<file path="src/rtl/irq_arb_pkg.sv">
package irq_arb_pkg;
   localparam int TRAP_N = 4;

   typedef enum logic [1:0] {
      TRAP_DIVZ  = 2'd0,
      TRAP_ADDR  = 2'd1,
      TRAP_STACK = 2'd2,
      TRAP_OSC   = 2'd3
   } trap_cause_e;
endpackage

</file>
<file path="src/rtl/irq_prio_sel.sv">
module irq_prio_sel #(
   parameter int NUM_SRC = 16,
   parameter int NUM_LVL = 8,
   parameter int TRAP_N  = 4,
   parameter int LVL_W   = $clog2(NUM_LVL),
   parameter int VEC_W   = $clog2(NUM_SRC + TRAP_N)
) (
   input  logic [NUM_SRC-1:0]            pend,
   input  logic [TRAP_N-1:0]             trap_pend,
   input  logic [NUM_SRC-1:0][LVL_W-1:0] prio,
   output logic                          sel_valid,
   output logic [LVL_W-1:0]              sel_lvl,
   output logic [VEC_W-1:0]              sel_vec
);
   localparam logic [LVL_W-1:0] TOP = LVL_W'(NUM_LVL - 1);

   logic [LVL_W-1:0] best_lvl;
   logic [VEC_W-1:0] best_vec;
   logic             trap_hit;
   logic [VEC_W-1:0] trap_vec;

   // strict compare keeps the lowest index on equal levels
   always_comb begin
      best_lvl = '0;
      best_vec = '0;
      for (int i = 0; i < NUM_SRC; i++) begin
         if (pend[i] && (prio[i] > best_lvl)) begin
            best_lvl = prio[i];
            best_vec = VEC_W'(i);
         end
      end
   end

   always_comb begin
      trap_hit = 1'b0;
      trap_vec = '0;
      for (int t = TRAP_N - 1; t >= 0; t--) begin
         if (trap_pend[t]) begin
            trap_hit = 1'b1;
            trap_vec = VEC_W'(NUM_SRC + t);
         end
      end
   end

   always_comb begin
      if (trap_hit) begin
         sel_valid = 1'b1;
         sel_lvl   = TOP;
         sel_vec   = trap_vec;
      end else begin
         sel_valid = (best_lvl != '0);
         sel_lvl   = best_lvl;
         sel_vec   = best_vec;
      end
   end


   always_comb begin
      trap_first_chk : assert (!(|trap_pend) || (sel_lvl == TOP && sel_vec >= VEC_W'(NUM_SRC)));
   end
endmodule

</file>
<file path="src/rtl/irq_lvl_stack.sv">
module irq_lvl_stack #(
   parameter int DEPTH = 8,
   parameter int LVL_W = 3
) (
   input  logic             clk,
   input  logic             rst_n,
   input  logic             push,
   input  logic             pop,
   input  logic [LVL_W-1:0] push_lvl,
   output logic [LVL_W-1:0] top_lvl,
   output logic             ovf
);
   localparam int SP_W  = $clog2(DEPTH + 1);
   localparam int IDX_W = $clog2(DEPTH);

   logic [LVL_W-1:0] mem [DEPTH];
   logic [SP_W-1:0]  sp_q;
   logic [SP_W-1:0]  sp_m1;

   assign sp_m1   = sp_q - SP_W'(1);
   assign top_lvl = (sp_q == '0) ? '0 : mem[sp_m1[IDX_W-1:0]];

   always_ff @(posedge clk) begin
      if (!rst_n) begin
         sp_q <= '0;
         ovf  <= 1'b0;
         for (int i = 0; i < DEPTH; i++) mem[i] <= '0;
      end else if (push) begin
         if (sp_q == SP_W'(DEPTH)) begin
            ovf <= 1'b1;
         end else begin
            mem[sp_q[IDX_W-1:0]] <= push_lvl;
            sp_q <= sp_q + SP_W'(1);
         end
      end else if (pop && sp_q != '0) begin
         sp_q <= sp_m1;
      end
   end


   stack_room_chk : assert property (@(posedge clk) disable iff (!rst_n)
      sp_q <= SP_W'(DEPTH - 1));


   pop_nonempty_chk : assert property (@(posedge clk) disable iff (!rst_n)
      pop |-> sp_q != '0);
endmodule

</file>
<file path="src/rtl/irq_trap_watch.sv">
module irq_trap_watch #(
   parameter int TRAP_WAIT = 16
) (
   input  logic clk,
   input  logic rst_n,
   input  logic arm,
   input  logic ack,
   output logic rst_req
);
   localparam int CNT_W = $clog2(TRAP_WAIT + 1);

   logic             armed_q;
   logic [CNT_W-1:0] cnt_q;

   always_ff @(posedge clk) begin
      if (!rst_n) begin
         armed_q <= 1'b0;
         cnt_q   <= '0;
         rst_req <= 1'b0;
      end else if (arm) begin
         armed_q <= 1'b1;
         cnt_q   <= '0;
      end else if (ack) begin
         armed_q <= 1'b0;
      end else if (armed_q) begin
         if (cnt_q == CNT_W'(TRAP_WAIT - 1)) begin
            rst_req <= 1'b1;
            armed_q <= 1'b0;
         end else begin
            cnt_q <= cnt_q + CNT_W'(1);
         end
      end
   end


   rst_hold_chk : assert property (@(posedge clk) disable iff (!rst_n)
      rst_req |=> rst_req);


   rst_cause_chk : assert property (@(posedge clk) disable iff (!rst_n)
      $rose(rst_req) |-> $past(armed_q));
endmodule

</file>
<file path="src/rtl/nest_irq_arbiter.sv">
module nest_irq_arbiter
   import irq_arb_pkg::*;
#(
   parameter int NUM_SRC   = 16,
   parameter int NUM_LVL   = 8,
   parameter int TRAP_WAIT = 16,
   localparam int LVL_W    = $clog2(NUM_LVL),
   localparam int SRC_W    = $clog2(NUM_SRC),
   localparam int VEC_W    = $clog2(NUM_SRC + TRAP_N)
) (
   input  logic               clk,
   input  logic               rst_n,
   input  logic [NUM_SRC-1:0] irq_req,
   input  logic               prio_we,
   input  logic [SRC_W-1:0]   prio_sel,
   input  logic [LVL_W-1:0]   prio_val,
   input  logic [TRAP_N-1:0]  trap_req,
   input  logic               trap_ack,
   input  logic               hdl_done,
   output logic               grant,
   output logic [VEC_W-1:0]   grant_vec,
   output logic [LVL_W-1:0]   cur_lvl,
   output logic               reset_req,
   output logic               stk_ovf
);
   localparam logic [LVL_W-1:0] TOP = LVL_W'(NUM_LVL - 1);

   if (!(NUM_LVL == 8 || NUM_LVL == 16)) begin : g_bad_lvl
      $error("NUM_LVL must be 8 or 16");
   end
   if (NUM_SRC < 2 || NUM_SRC > 16) begin : g_bad_src
      $error("NUM_SRC must lie in 2..16");
   end
   if (TRAP_WAIT < 2) begin : g_bad_wait
      $error("TRAP_WAIT must be at least 2");
   end

   logic [NUM_SRC-1:0][LVL_W-1:0] prio_q;
   logic [NUM_SRC-1:0]            pend_q;
   logic [TRAP_N-1:0]             trap_pend_q;
   logic                          sel_valid;
   logic [LVL_W-1:0]              sel_lvl;
   logic [VEC_W-1:0]              sel_vec;
   logic [LVL_W-1:0]              top_lvl;
   logic                          hdl_end, take_on_end, preempt, dispatch, pop;
   logic                          trap_arm;
   logic [LVL_W-1:0]              wr_lvl;

   // user sources never reach the trap level
   assign wr_lvl = (prio_val >= TOP) ? TOP - LVL_W'(1) : prio_val;

   always_ff @(posedge clk) begin
      if (!rst_n) begin
         prio_q <= '0;
      end else if (prio_we) begin
         prio_q[prio_sel] <= wr_lvl;
      end
   end

   irq_prio_sel #(
      .NUM_SRC(NUM_SRC), .NUM_LVL(NUM_LVL), .TRAP_N(TRAP_N),
      .LVL_W(LVL_W), .VEC_W(VEC_W)
   ) u_sel (
      .pend(pend_q), .trap_pend(trap_pend_q), .prio(prio_q),
      .sel_valid(sel_valid), .sel_lvl(sel_lvl), .sel_vec(sel_vec)
   );

   assign hdl_end     = hdl_done && (cur_lvl != '0);
   assign take_on_end = hdl_end && sel_valid && (sel_lvl > top_lvl);
   assign preempt     = !hdl_end && sel_valid && (sel_lvl > cur_lvl);
   assign dispatch    = take_on_end || preempt;
   assign pop         = hdl_end && !take_on_end;
   assign trap_arm    = dispatch && (sel_vec >= VEC_W'(NUM_SRC));

   for (genvar i = 0; i < NUM_SRC; i++) begin : g_pend
      always_ff @(posedge clk) begin
         if (!rst_n) pend_q[i] <= 1'b0;
         else pend_q[i] <= (pend_q[i] && !(dispatch && sel_vec == VEC_W'(i))) || irq_req[i];
      end
   end

   for (genvar t = 0; t < TRAP_N; t++) begin : g_trap
      always_ff @(posedge clk) begin
         if (!rst_n) trap_pend_q[t] <= 1'b0;
         else trap_pend_q[t] <= (trap_pend_q[t] && !(dispatch && sel_vec == VEC_W'(NUM_SRC + t)))
                                || trap_req[t];
      end
   end

   irq_lvl_stack #(.DEPTH(NUM_LVL), .LVL_W(LVL_W)) u_stk (
      .clk(clk), .rst_n(rst_n), .push(preempt), .pop(pop),
      .push_lvl(cur_lvl), .top_lvl(top_lvl), .ovf(stk_ovf)
   );

   irq_trap_watch #(.TRAP_WAIT(TRAP_WAIT)) u_wd (
      .clk(clk), .rst_n(rst_n), .arm(trap_arm), .ack(trap_ack), .rst_req(reset_req)
   );

   always_ff @(posedge clk) begin
      if (!rst_n) begin
         cur_lvl   <= '0;
         grant     <= 1'b0;
         grant_vec <= '0;
      end else begin
         grant <= dispatch;
         if (dispatch) begin
            cur_lvl   <= sel_lvl;
            grant_vec <= sel_vec;
         end else if (pop) begin
            cur_lvl <= top_lvl;
         end
      end
   end


   grant_up_chk : assert property (@(posedge clk) disable iff (!rst_n)
      (grant && !$past(hdl_done)) |-> cur_lvl > $past(cur_lvl));


   lvl_rise_chk : assert property (@(posedge clk) disable iff (!rst_n)
      (cur_lvl > $past(cur_lvl)) |-> grant);


   user_below_top_chk : assert property (@(posedge clk) disable iff (!rst_n)
      (grant && grant_vec < VEC_W'(NUM_SRC)) |-> cur_lvl != TOP);


   trap_at_top_chk : assert property (@(posedge clk) disable iff (!rst_n)
      (grant && grant_vec >= VEC_W'(NUM_SRC)) |-> cur_lvl == TOP);


   idle_done_chk : assert property (@(posedge clk) disable iff (!rst_n)
      (hdl_done && cur_lvl == '0 && !preempt) |=> cur_lvl == '0);
endmodule

</file>
<file path="config.mk">
export PLATFORM = sky130hd
export DESIGN_NAME = nest_irq_arbiter
export DESIGN_NICKNAME = d
export VERILOG_FILES = /design/src/rtl/irq_arb_pkg.sv /design/src/rtl/irq_prio_sel.sv /design/src/rtl/irq_lvl_stack.sv /design/src/rtl/irq_trap_watch.sv /design/src/rtl/nest_irq_arbiter.sv
export SDC_FILE = /design/constraint.sdc
export NUM_CORES = 1
export LEC_CHECK = 0
export ABC_AREA = 1
export CORE_MARGIN = 2
export CORE_UTILIZATION = 45
export CTS_CLUSTER_SIZE = 12
export DETAILED_ROUTE_END_ITERATION = 16
export DONT_BUFFER_PORTS = 1
export RECOVER_POWER = 50
export SYNTH_ARGS = -nofsm -noshare
export SYNTH_HDL_FRONTEND = slang
export SYNTH_HIERARCHICAL = 1
export SYNTH_SLANG_ARGS = --single-unit
</file>
<file path="constraint.sdc">
create_clock -name clk -period 28.9 [get_ports clk]
set_input_delay 5.78 -clock clk [delete_from_list [all_inputs] [get_ports clk]]
set_output_delay 5.78 -clock clk [all_outputs]
set_load 0.02 [all_outputs]
</file>
==> results of run 1 <==
-- cell usage in the layout, fill, tap and decap left out, types with 7 or more instances in the layout --
cell type | synthesis | routed
nand3_1 | 55 | 57
o21a_1 | 10 | 10
a21oi_1 | 63 | 63
or2_2 | 10 | 10
ha_1 | 30 | 30
edfxtp_1 | 24 | 24
nor2_1 | 184 | 184
nand2_4 | 17 | 12
nand2_2 | 28 | 21
o22ai_1 | 7 | 7
o21ai_0 | 90 | 90
inv_1 | 155 | 156
nand2_1 | 183 | 195
dfxtp_1 | 89 | 89
nand3_2 | 20 | 18
clkbuf_16 | 0 | 17
-- cell type report --
type	instances	area, µm²	share of cell area
Inverter	162	608	0.0784
Multi-Input combinational cell	734	3780	0.487
Clock buffer	18	439	0.0566
Sequential cell	113	2500	0.323
Tap cell	211	264	0.0340
Clock inverter	14	164	0.0211
-- power breakdown --
group	internal [µW]	switching [µW]
Sequential	177	21.6
Clock	137	76.8
Combinational	55.1	120
-- state kept, by name (all words and copies together) (netlist names) --
name and count:
grant 1, pend_q 16, prio_q 48, u_wd/armed_q 1, trap_pend_q 4, u_stk/ovf 1
cur_lvl 3, u_wd/rst_req 1, u_stk/mem 24, grant_vec 5, u_stk/sp_q 4, u_wd/cnt_q 5
-- worst reg2reg max path, delay by kind of cell, from the launching register on --
family / cells / cell delay, ns
and+or+nand+nor: 59 / 8.01
AOI/OAI and AO/OA: 26 / 5.57
adders and majority gates: 16 / 4.63
buffers and inverters: 16 / 1.45
DFF: 1 / 0.35
-- worst max path at each step --
| stage | start | end | slack, ns | depth (start not counted) |
|---|---|---|---|---|
| after floorplan | prio_q[1]$_SDFFE_PN0P_ | u_stk/mem[6][0]$_SDFFCE_PN0P_ | 11.84 | 121 |
| after global placement | prio_q[0]$_SDFFE_PN0P_ | u_stk/mem[3][2]$_SDFFCE_PN0P_ | 10.31 | 118 |
| after detailed placement | prio_q[0]$_SDFFE_PN0P_ | u_stk/mem[1][0]$_SDFFCE_PN0P_ | 9.89 | 118 |
| after CTS | prio_q[0]$_SDFFE_PN0P_ | u_stk/mem[1][0]$_SDFFCE_PN0P_ | 9.79 | 118 |
| after global routing | prio_q[1]$_SDFFE_PN0P_ | grant_vec[0]$_SDFFE_PN0P_ | 6.33 | 117 |
| final | prio_q[0]$_SDFFE_PN0P_ | grant_vec[0]$_SDFFE_PN0P_ | 8.80 | 117 |
-- metrics by stage --
stage           util  std cells  hold slack, ns  area (µm²)  setup WS [ns]
2_1_floorplan      -       1031           0.439        7090          11.84
3_3_place_gp   0.471       1220           0.457        7220          10.31
3_5_place_dp   0.471       1220           0.460        7220           9.89
4_1_cts        0.511       1252           0.469        7820           9.79
5_1_grt        0.507       1252           0.505        7760           6.33
6_report       0.507       1252           0.470        7760           8.80
-- cells by family (layout without fill, tap and decap cells) --
kind of cell             Yosys count  in the layout
flip-flops                       113            113
AND/OR/NAND/NOR                  516            516
AO/OA/AOI/OAI                    187            187
XOR/XNOR                           1              1
buffers and inverters            184            194
adder cells (fa/ha/maj)           30             30
-- metal layers --
layer / vias up / part of all wire / GRT usage
met2: 107 / 0.45 / 0.348
met4: 0 / 0.015 / 0.0633
met3: 26 / 0.043 / 0.0495
met1: 2776 / 0.49 / 0.293
met5: - / 0 / 0
li1: 3289 / - / -
==> metrics.yaml, run 1 <==
cts_tree: "done"
grt_pass1_wl_um: 28200
min_from: "pend_q[1]$_SDFF_PN0_"
clock_skew_ns: 0.00679
h-tree-depth: 4
power_density_mw_per_mm2: 75.7
drive_gt1_frac: 0.108
crit_top_cell: "nand2_1"
synth_area_leaders: "dfxtp_1 25%, edfxtp_1 10%, nor2_1 9.7%"
syn_area_per_cell_um2: 6.88
ios: 43
crit_buf_inv: 16
overflow: 0
synth_mux_area_frac: 0
maxCapViolations: 0
power_leakage_uw: 0.00358
r2r_start: "prio_q[0]$_SDFFE_PN0P_"
r2r_setup_slack_ns: 8.80
synth_top_area_share: 0.251
cts_hold_buf: 0
yosysMostFrequentCell: "nor2_1"
layout.nets: 1090
status: "finished clean"
ir_drop_mv: 0.0494
synth-seq-cells: 113
detail_route.wirelength_um: 17000
portBuffers: 0
fillers: 1573
crit_slowest_cell: "nand2_1"
synth_cell_types: 42
ctsResizeCount: 0
yosys_warnings: 6
dp_hpwl_um: 12400
drt_iter0_markers: 326
tightest_slew_ns: 1.04
dieArea_mm2: 0.0168
ys_async_sr_fraction: 0
vias: 6198
synth_compound_area_frac: 0.144
synth-xor-area-share: 0.00229
fin_setup_tns_ns: 0
r2r_end: "grant_vec[0]$_SDFFE_PN0P_"
die_x_um: 130
slowest_delay_ns: 0.80
num_rows: 45
start_util: 0.463
ant_nets: 0
remaining_drc_errors: 0
coreArea_mm2: 0.0153
vias_per_cell: 4.95
antenna_found_initial: 0
cp.required_ns: 29.21
arrival_ns: 20.41
fin_crit_sh: 0.695
numCtsBuffers: 17
grt_max_degree: 74
worstPathMaxFanout: 29
firstDrtPassIters: 5
fmax_ghz: 0.0498
grt_pass1_vias: 5840
synth-edff-count: 24
postCtsSetupRepairBufs: 0
yosysSeqAreaShare: 0.353
cp-start-kind: "flip-flop"
clk_path_buf_depth: 2
gp_congestion: 0.827
relSlewSlack: 0.304
synthSimpleGateAreaFrac: 0.343
crit_family: "simple AND/OR/NAND/NOR gates"
area_delta_synth_final_pct: 9.35
crit_type: "reg2reg"
finalPower_uw: 587
whs_path_depth: 2
hold_violations: 0
postSynthCellCount: 1031
synthFlopType: "dfxtp_1"
final_max_slew_viol_count: 0
clock-sinks: 113
clock-root-buffer: "clkbuf_16"
antenna_cells: 0
yosys-top-cells-count: "184 x nor2_1, 183 x nand2_1, 155 x inv_1"
period_minus_slack_ns: 20.10
dieHeight_um: 130
synthesis.area_mm2: 0.00709
r2r_cells: 117
clk_pin_slew_worst_paths_ns: 0.06
synth_area_leader_cell: "dfxtp_1"
rsz0062_at_grt: "false"
setup_viol: 0
hp-class: "reg2reg"
cp-end-kind: "flip-flop"
synth_nets: 1093
clock_latency_ns: 0.42
whs_endpoint: "pend_q[1]$_SDFF_PN0_"
synth_fa_ha_area_frac: 0.0529
routedWlPerCell_um: 13.6
grt_usage: 0.217
synth_top_family_by_area: "simple AND/OR/NAND/NOR gates"
Note: power is estimated with default switching activity, not from simulation.
==> run 2: changes to the inputs <==
ABC_AREA = 0   (was 1)
clock period = 19.6 ns   (was 28.9 ns; I/O delays follow)
==> run 2 against run 1 <==
  * The flow now finishes with violations (capacitance limit, slew limit, setup timing)
  * Synthesized area is 5.2% higher
  * Via count is 16% higher
  * Fmax is 1.6% higher
  * Clock skew is 0.0032 ns higher
  * Sequential share of layout area is 7.2 points lower
  * Count of clock-buffer cells in the layout stayed put
  * Final cell count is 2.7% lower
  * Flip-flop and latch count stayed put
  * Sequential power is 54% higher
  * Routed wire length is 33% higher
  * Power is 73% higher
  * Critical path type unchanged
==> metrics.yaml, run 2 <==
vias_per_cell: 5.91  # +19%
synth_top_area_share: 0.239  # -0.0124
drive_gt1_frac: 0.336  # +0.228
area_delta_synth_final_pct: 33.7
fin_ws_ns: -0.179  # -8.98 ns
crit_buf_inv: 5  # -11
fin_crit_sh: 1.01  # +0.314
firstDrtPassIters: 5  # unchanged
grt_max_degree: 52  # -30%
cp-start-kind: "flip-flop"
clock-root-buffer: "clkbuf_16"
crit_family: "compound AO/OA/AOI/OAI gates"
routedWlPerCell_um: 18.6  # +37%
arrival_ns: 20.08  # -0.33 ns
grt_usage: 0.252  # +0.0347
instances_no_fill: 1218  # -2.7%
clock_latency_ns: 0.42  # about the same
ir_drop_mv: 0.0725  # +47%
grt_pass1_vias: 6866  # +18%
fmax_ghz: 0.0506  # +1.6%
synth_area_leader_cell: "dfxtp_1"
drt_iter0_markers: 450  # +38%
coreArea_mm2: 0.0164  # +7.1%
synth_area_leaders: "dfxtp_1 24%, edfxtp_1 9.7%, nor2_1 5.6%"
cts_tree: "done"
clock_skew_ns: 0.00997  # +0.00317 ns
gp_congestion: 0.883  # +6.8%
slowest_delay_ns: 0.40  # -0.40 ns
ys_async_sr_fraction: 0  # unchanged
ant_nets: 0  # unchanged
place_ws_ns: -0.783  # -10.67 ns
violations: "capacitance limit, slew limit, setup timing"
registers.top_by_ff_count: "prio_q"
dp_hpwl_um: 15400  # +24%
antenna_cells: 0  # unchanged
antenna_found_initial: 1  # +1
relSlewSlack: -0.750  # -1.05
synth_cell_types: 96  # +130%
cp-end-kind: "flip-flop"
crit_top_cell: "ha_4"
layout.nets: 1047  # -3.9%
yosys_warnings: 6  # unchanged
crit_type: "reg2reg"
die_x_um: 133  # +2.5%
status: "finished with violations"
synth_nets: 926  # -15%
power_density_mw_per_mm2: 102  # +34%
ios: 43  # unchanged
hold_violations: 0  # unchanged
yosys-top-cells-count: "111 x nor2_1, 92 x nand2_1, 89 x dfxtp_1"
power_leakage_uw: 0.00389  # +8.7%
overflow: 0  # unchanged
clk_path_buf_depth: 2  # unchanged
synthesis.area_mm2: 0.00746  # +5.2%
synth-seq-cells: 113  # unchanged
clk_pin_slew_worst_paths_ns: 0.06  # about the same
start_util: 0.455  # -0.00834
yosysSeqAreaShare: 0.335  # -0.0174
largest_register_ffs: 48  # unchanged
period_minus_slack_ns: 19.78  # -0.317 ns
worstPathMaxFanout: 5  # -83%
tightest_slew_ns: 2.60  # +1.56 ns
detail_route.wirelength_um: 22700  # +33%
postSynthCellCount: 864  # -16%
fillers: 1317  # -16%
vias: 7204  # +16%
numCtsBuffers: 17  # unchanged
fin_util: 0.608  # +0.102
syn_area_per_cell_um2: 8.64  # +26%
yosysMostFrequentCell: "nor2_1"
maxCapViolations: 1  # +1
reg.largest.list: "prio_q: 48 flops, u_stk/mem: 24 flops, pend_q: 16 flops"
rsz0062_at_grt: "true"
crit_slowest_cell: "or3b_4"
synthFlopType: "dfxtp_1"
dieHeight_um: 133  # +2.5%
num_rows: 47  # +4.4%
synth-edff-count: 24  # unchanged
cp.required_ns: 19.90  # -9.31 ns
final_common_cell: "buf_4"
grt_pass1_wl_um: 35300  # +25%
remaining_drc_errors: 0  # unchanged
hp-class: "reg2reg"
portBuffers: 0  # unchanged
clock-sinks: 113  # unchanged
dp_cells: 1128  # -7.5%
setup_viol: 73  # +73
h-tree-depth: 4  # unchanged
dieArea_mm2: 0.0176  # +5.0%
layout_common_cells: "119 x buf_4, 96 x nor2_1, 87 x dfxtp_1"
final_max_slew_viol_count: 17  # +17
run 2: where the power goes:
| group | leakage, µW | switching, µW | internal (µW) | total [µW] |
|---|---|---|---|---|
| combinational | 0.00261 | 185 | 190 | 375 |
| sequential | 0.000976 | 46.6 | 260 | 306 |
| clock | 0.000306 | 119 | 215 | 333 |
| total | 0.00389 | 350 | 665 | 1010 |
run 2: worst paths after layout:
path	startpoint	endpoint	slack, ns	cells after the start
setup / recovery	prio_q[1]$_SDFFE_PN0P_	u_wd/cnt_q[3]$_SDFFE_PP0P_	-0.18	107
hold / removal	prio_q[0]$_SDFFE_PN0P_	prio_q[0]$_SDFFE_PN0P_	0.47	2
setup reg to reg	prio_q[1]$_SDFFE_PN0P_	u_wd/cnt_q[3]$_SDFFE_PP0P_	-0.18	107
hold reg to reg	prio_q[0]$_SDFFE_PN0P_	prio_q[0]$_SDFFE_PN0P_	0.47	2
run 2: worst reg2reg max path: cells and delay by family (launching register included):
| kind | cells | cell delay [ns] |
|---|---|---|
| muxes | 7 | 2.04 |
| DFF | 1 | 0.33 |
| adders and majority gates | 19 | 4.97 |
| AOI/OAI and AO/OA | 38 | 7.29 |
| and+or+nand+nor | 38 | 4.63 |
| buffers and inverters | 5 | 0.44 |
run 2: per-layer routing:
metal	GRT usage	wire length, µm	vias to the layer above
met1	0.334	10000	3500
met2	0.410	10900	253
met4	0.0765	371	0
li1	-	-	3411
met5	0	0	-
met3	0.0579	1400	40
run 2: kinds of logic (layout without fill, tap and decap cells):
| family | Yosys count | after routing | share of synthesized area |
|---|---|---|---|
| mux | 55 | 55 | 0.0892 |
| buf+inv | 73 | 207 | 0.0417 |
| compound gates | 250 | 250 | 0.248 |
| fa+ha+maj | 34 | 34 | 0.0558 |
| xor+xnor | 6 | 6 | 0.00704 |
| flops | 113 | 113 | 0.335 |
| simple gates | 333 | 333 | 0.223 |
run 2: timing repair:
action | CTS | global route
setup buffers | 34 | 24
endpoints found under the hold margin | 0 | 0
setup endpoints to repair | 89 | 89
hold buffers | 0 | 0
cloned | 0 | 1
pin swaps | 50 | 94
gates resized for setup | 58 | 81
run 2: layout make-up:
class | count | area [µm²] | area share
clock buffers | 18 | 429 | 0.0430
clock inverters | 14 | 206 | 0.0207
inverters | 43 | 169 | 0.0169
multi-input cells | 678 | 5330 | 0.534
flip-flops and latches | 113 | 2500 | 0.251
well taps | 220 | 275 | 0.0276
repair buffers | 132 | 1070 | 0.107
run 2: metrics by stage:
stage | hold slack [ns] | power (µW) | TNS [ns] | cell area (µm²)
finish | 0.469 | 1010 | -4.95 | 9980
global placement | 0.447 | 590 | -13.30 | 8260
global route | 0.481 | 1060 | -75.06 | 9980
CTS | 0.468 | 958 | 0 | 9370
floorplan | 0.432 | 506 | 0 | 7550
detailed placement | 0.457 | 598 | -58.85 | 8260
==> run 3: changes to the inputs <==
GPL_TIMING_DRIVEN = 0   (was unset)
==> run 3 against run 2 <==
  * The flow finishes with violations (setup timing)
  * Non-clock buffer count is 14 lower
  * Die area stayed put
  * Count of clock-buffer cells in the layout stayed put
  * Global-route usage is 0.56 points higher
  * Critical path type unchanged
  * Largest cell class unchanged
  * Largest power group unchanged
  * Highest routed layer unchanged
==> metrics.yaml, run 3 (synthesized netlist as in run 2, its figures left out) <==
clock_latency_ns: 0.42  # about the same
grt_max_degree: 17  # -67%
hold_violations: 0  # unchanged
h-tree-depth: 4  # unchanged
rsz0062_at_grt: "true"
power_leakage_uw: 0.00377  # -3.1%
fin_util: 0.614  # +0.00541
tightest_slew_ns: 1.35  # -1.25 ns
ir_drop_mv: 0.0524  # -28%
overflow: 0  # unchanged
instances_no_fill: 1204  # -1.1%
multiInputGateArea_mm2: 0.00559  # +4.9%
r2r_setup_slack_ns: -0.24  # -0.06 ns
r2r_end: "pend_q[0]$_SDFF_PN0_"
num_rows: 47  # unchanged
area_delta_synth_final_pct: 34.9
clock-sinks: 113  # unchanged
crit_top_cell: "ha_4"
clock_skew_ns: 0.00819  # -0.00177 ns
dieHeight_um: 133  # unchanged
design_area_mm2: 0.0101  # +0.89%
start_util: 0.455  # unchanged
dp_cells: 1084  # -3.9%
fmax_ghz: 0.0504  # -0.30%
coreArea_mm2: 0.0164  # unchanged
holdWs_ns: 0.457  # -0.0113 ns
numCtsBuffers: 17  # unchanged
place_area_mm2: 0.00782  # -5.3%
detail_route.wirelength_um: 23200  # +2.1%
dp_hpwl_um: 15300  # -0.71%
layout.nets: 1033  # -1.3%
arrival_ns: 20.14  # +0.06 ns
power_density_mw_per_mm2: 105  # +3.0%
routedWlPerCell_um: 19.2  # +3.3%
grt_pass1_vias: 6726  # -2.0%
portBuffers: 0  # unchanged
drt_iter0_markers: 540  # +20%
drive_gt1_frac: 0.330  # -0.00539
setup_viol: 69  # -5.5%
endpoint: "pend_q[0]$_SDFF_PN0_"
final_common_cell: "nor2_1"
crit_buf_inv: 10  # +5
cp.depth: 106  # -0.93%
fin_crit_sh: 1.01  # +0.00300
dieArea_mm2: 0.0176  # unchanged
crit_family: "compound AO/OA/AOI/OAI gates"
relSlewSlack: 0.0888  # +0.839
antenna_cells: 0  # unchanged
cts_tree: "done"
fin_setup_tns_ns: -6.78  # -1.82 ns
vias: 7125  # -1.1%
remaining_drc_errors: 0  # unchanged
violations: "setup timing"
layout_common_cells: "89 x nor2_1, 88 x dfxtp_1, 77 x nand2_1"
firstDrtPassIters: 5  # unchanged
ant_nets: 0  # unchanged
clock-root-buffer: "clkbuf_16"
die_x_um: 133  # unchanged
largest_register_ffs: 48  # unchanged
slowest_delay_ns: 0.38  # -0.02 ns
reg.largest.list: "prio_q: 48 flops, u_stk/mem: 24 flops, pend_q: 16 flops"
clk_pin_slew_worst_paths_ns: 0.06  # about the same
registers.top_by_ff_count: "prio_q"
vias_per_cell: 5.92  # about the same
final_max_slew_viol_count: 0  # -17
antenna_found_initial: 0  # -1
cp-start-kind: "flip-flop"
period_minus_slack_ns: 19.84  # +0.0587 ns
crit_path_start: "pend_q[0]$_SDFF_PN0_"
clk_path_buf_depth: 2  # unchanged
grt_usage: 0.257  # +0.00561
ff_latch_area_mm2: 0.00250  # about the same
r2r_cells: 106  # -0.93%
r2r_start: "pend_q[0]$_SDFF_PN0_"
cp.required_ns: 19.90  # about the same
worstPathMaxFanout: 5  # unchanged
crit_type: "reg2reg"
crit_slowest_cell: "or3b_4"
ios: 43  # unchanged
grt_pass1_wl_um: 35600  # +0.82%
fillers: 1336  # +1.4%
hp-class: "reg2reg"
cp-end-kind: "flip-flop"
status: "finished with violations"
maxCapViolations: 0  # -1
fin_ws_ns: -0.238  # -0.0587 ns
gp_congestion: 0.950  # +7.5%
==> run 3: cell types whose count changed in the layout (fill, tap and decap cells not counted), sizes merged <==
cell | previous run | this run
inv | 45 | 44
clkinvlp | 1 | 4
buf | 131 | 95
clkinv | 7 | 6
clkbuf | 19 | 41
bufinv | 4 | 3
==> run 3: layout make-up <==
cell class | count | share of cell area
multi-input cells | 678 | 0.555
flip-flops and latches | 113 | 0.249
repair buffers | 89 | 0.0765
clock buffers | 18 | 0.0426
plain buffers | 29 | 0.0149
well taps | 220 | 0.0273
inverters | 43 | 0.0173
clock inverters | 14 | 0.0180
==> run 3: worst min-delay path by stage <==
| stage | from | to | cells past startpoint |
|---|---|---|---|
| 2_1_floorplan | prio_q[0]$_SDFFE_PN0P_ | prio_q[0]$_SDFFE_PN0P_ | 2 |
| 4_1_cts | prio_q[2]$_SDFFE_PN0P_ | prio_q[2]$_SDFFE_PN0P_ | 2 |
| 6_report | prio_q[1]$_SDFFE_PN0P_ | prio_q[1]$_SDFFE_PN0P_ | 2 |
| 5_1_grt | prio_q[2]$_SDFFE_PN0P_ | prio_q[2]$_SDFFE_PN0P_ | 2 |
| 3_3_place_gp | prio_q[1]$_SDFFE_PN0P_ | prio_q[1]$_SDFFE_PN0P_ | 2 |
| 3_5_place_dp | prio_q[1]$_SDFFE_PN0P_ | prio_q[1]$_SDFFE_PN0P_ | 2 |
==> run 3: layer usage <==
layer	GRT usage	wire, µm	vias to the layer above
met5	0	0	-
met4	0.0986	720	0
met3	0.0444	1190	53
met2	0.401	10600	210
met1	0.357	10600	3466
li1	-	-	3396
==> run 3: per-stage QoR <==
step	power, µW	setup WS (ns)
floorplan	506	0.0130
global placement	564	-2.13
detailed placement	566	-2.23
CTS	975	-0.105
global route	1100	-0.933
finish	1050	-0.238
==> run 3: what timing repair did <==
item,CTS,global route
pin swaps,89,93
gates resized for setup,113,99
gates cloned,0,1
buffers inserted,71,20
hold buffers,0,0
setup endpoints to repair,89,89
==> run 3: power breakdown <==
group	switching (µW)	internal, µW	total [µW]
combinational	222	208	430
clock	121	202	322
sequential	42.8	260	302
==> run 3: tightest hold or removal path: cells and delay by family (launching register included) <==
kind	cells	cell delay (ns)
flops	1	0.31
simple gates	1	0.05
compound gates	1	0.05
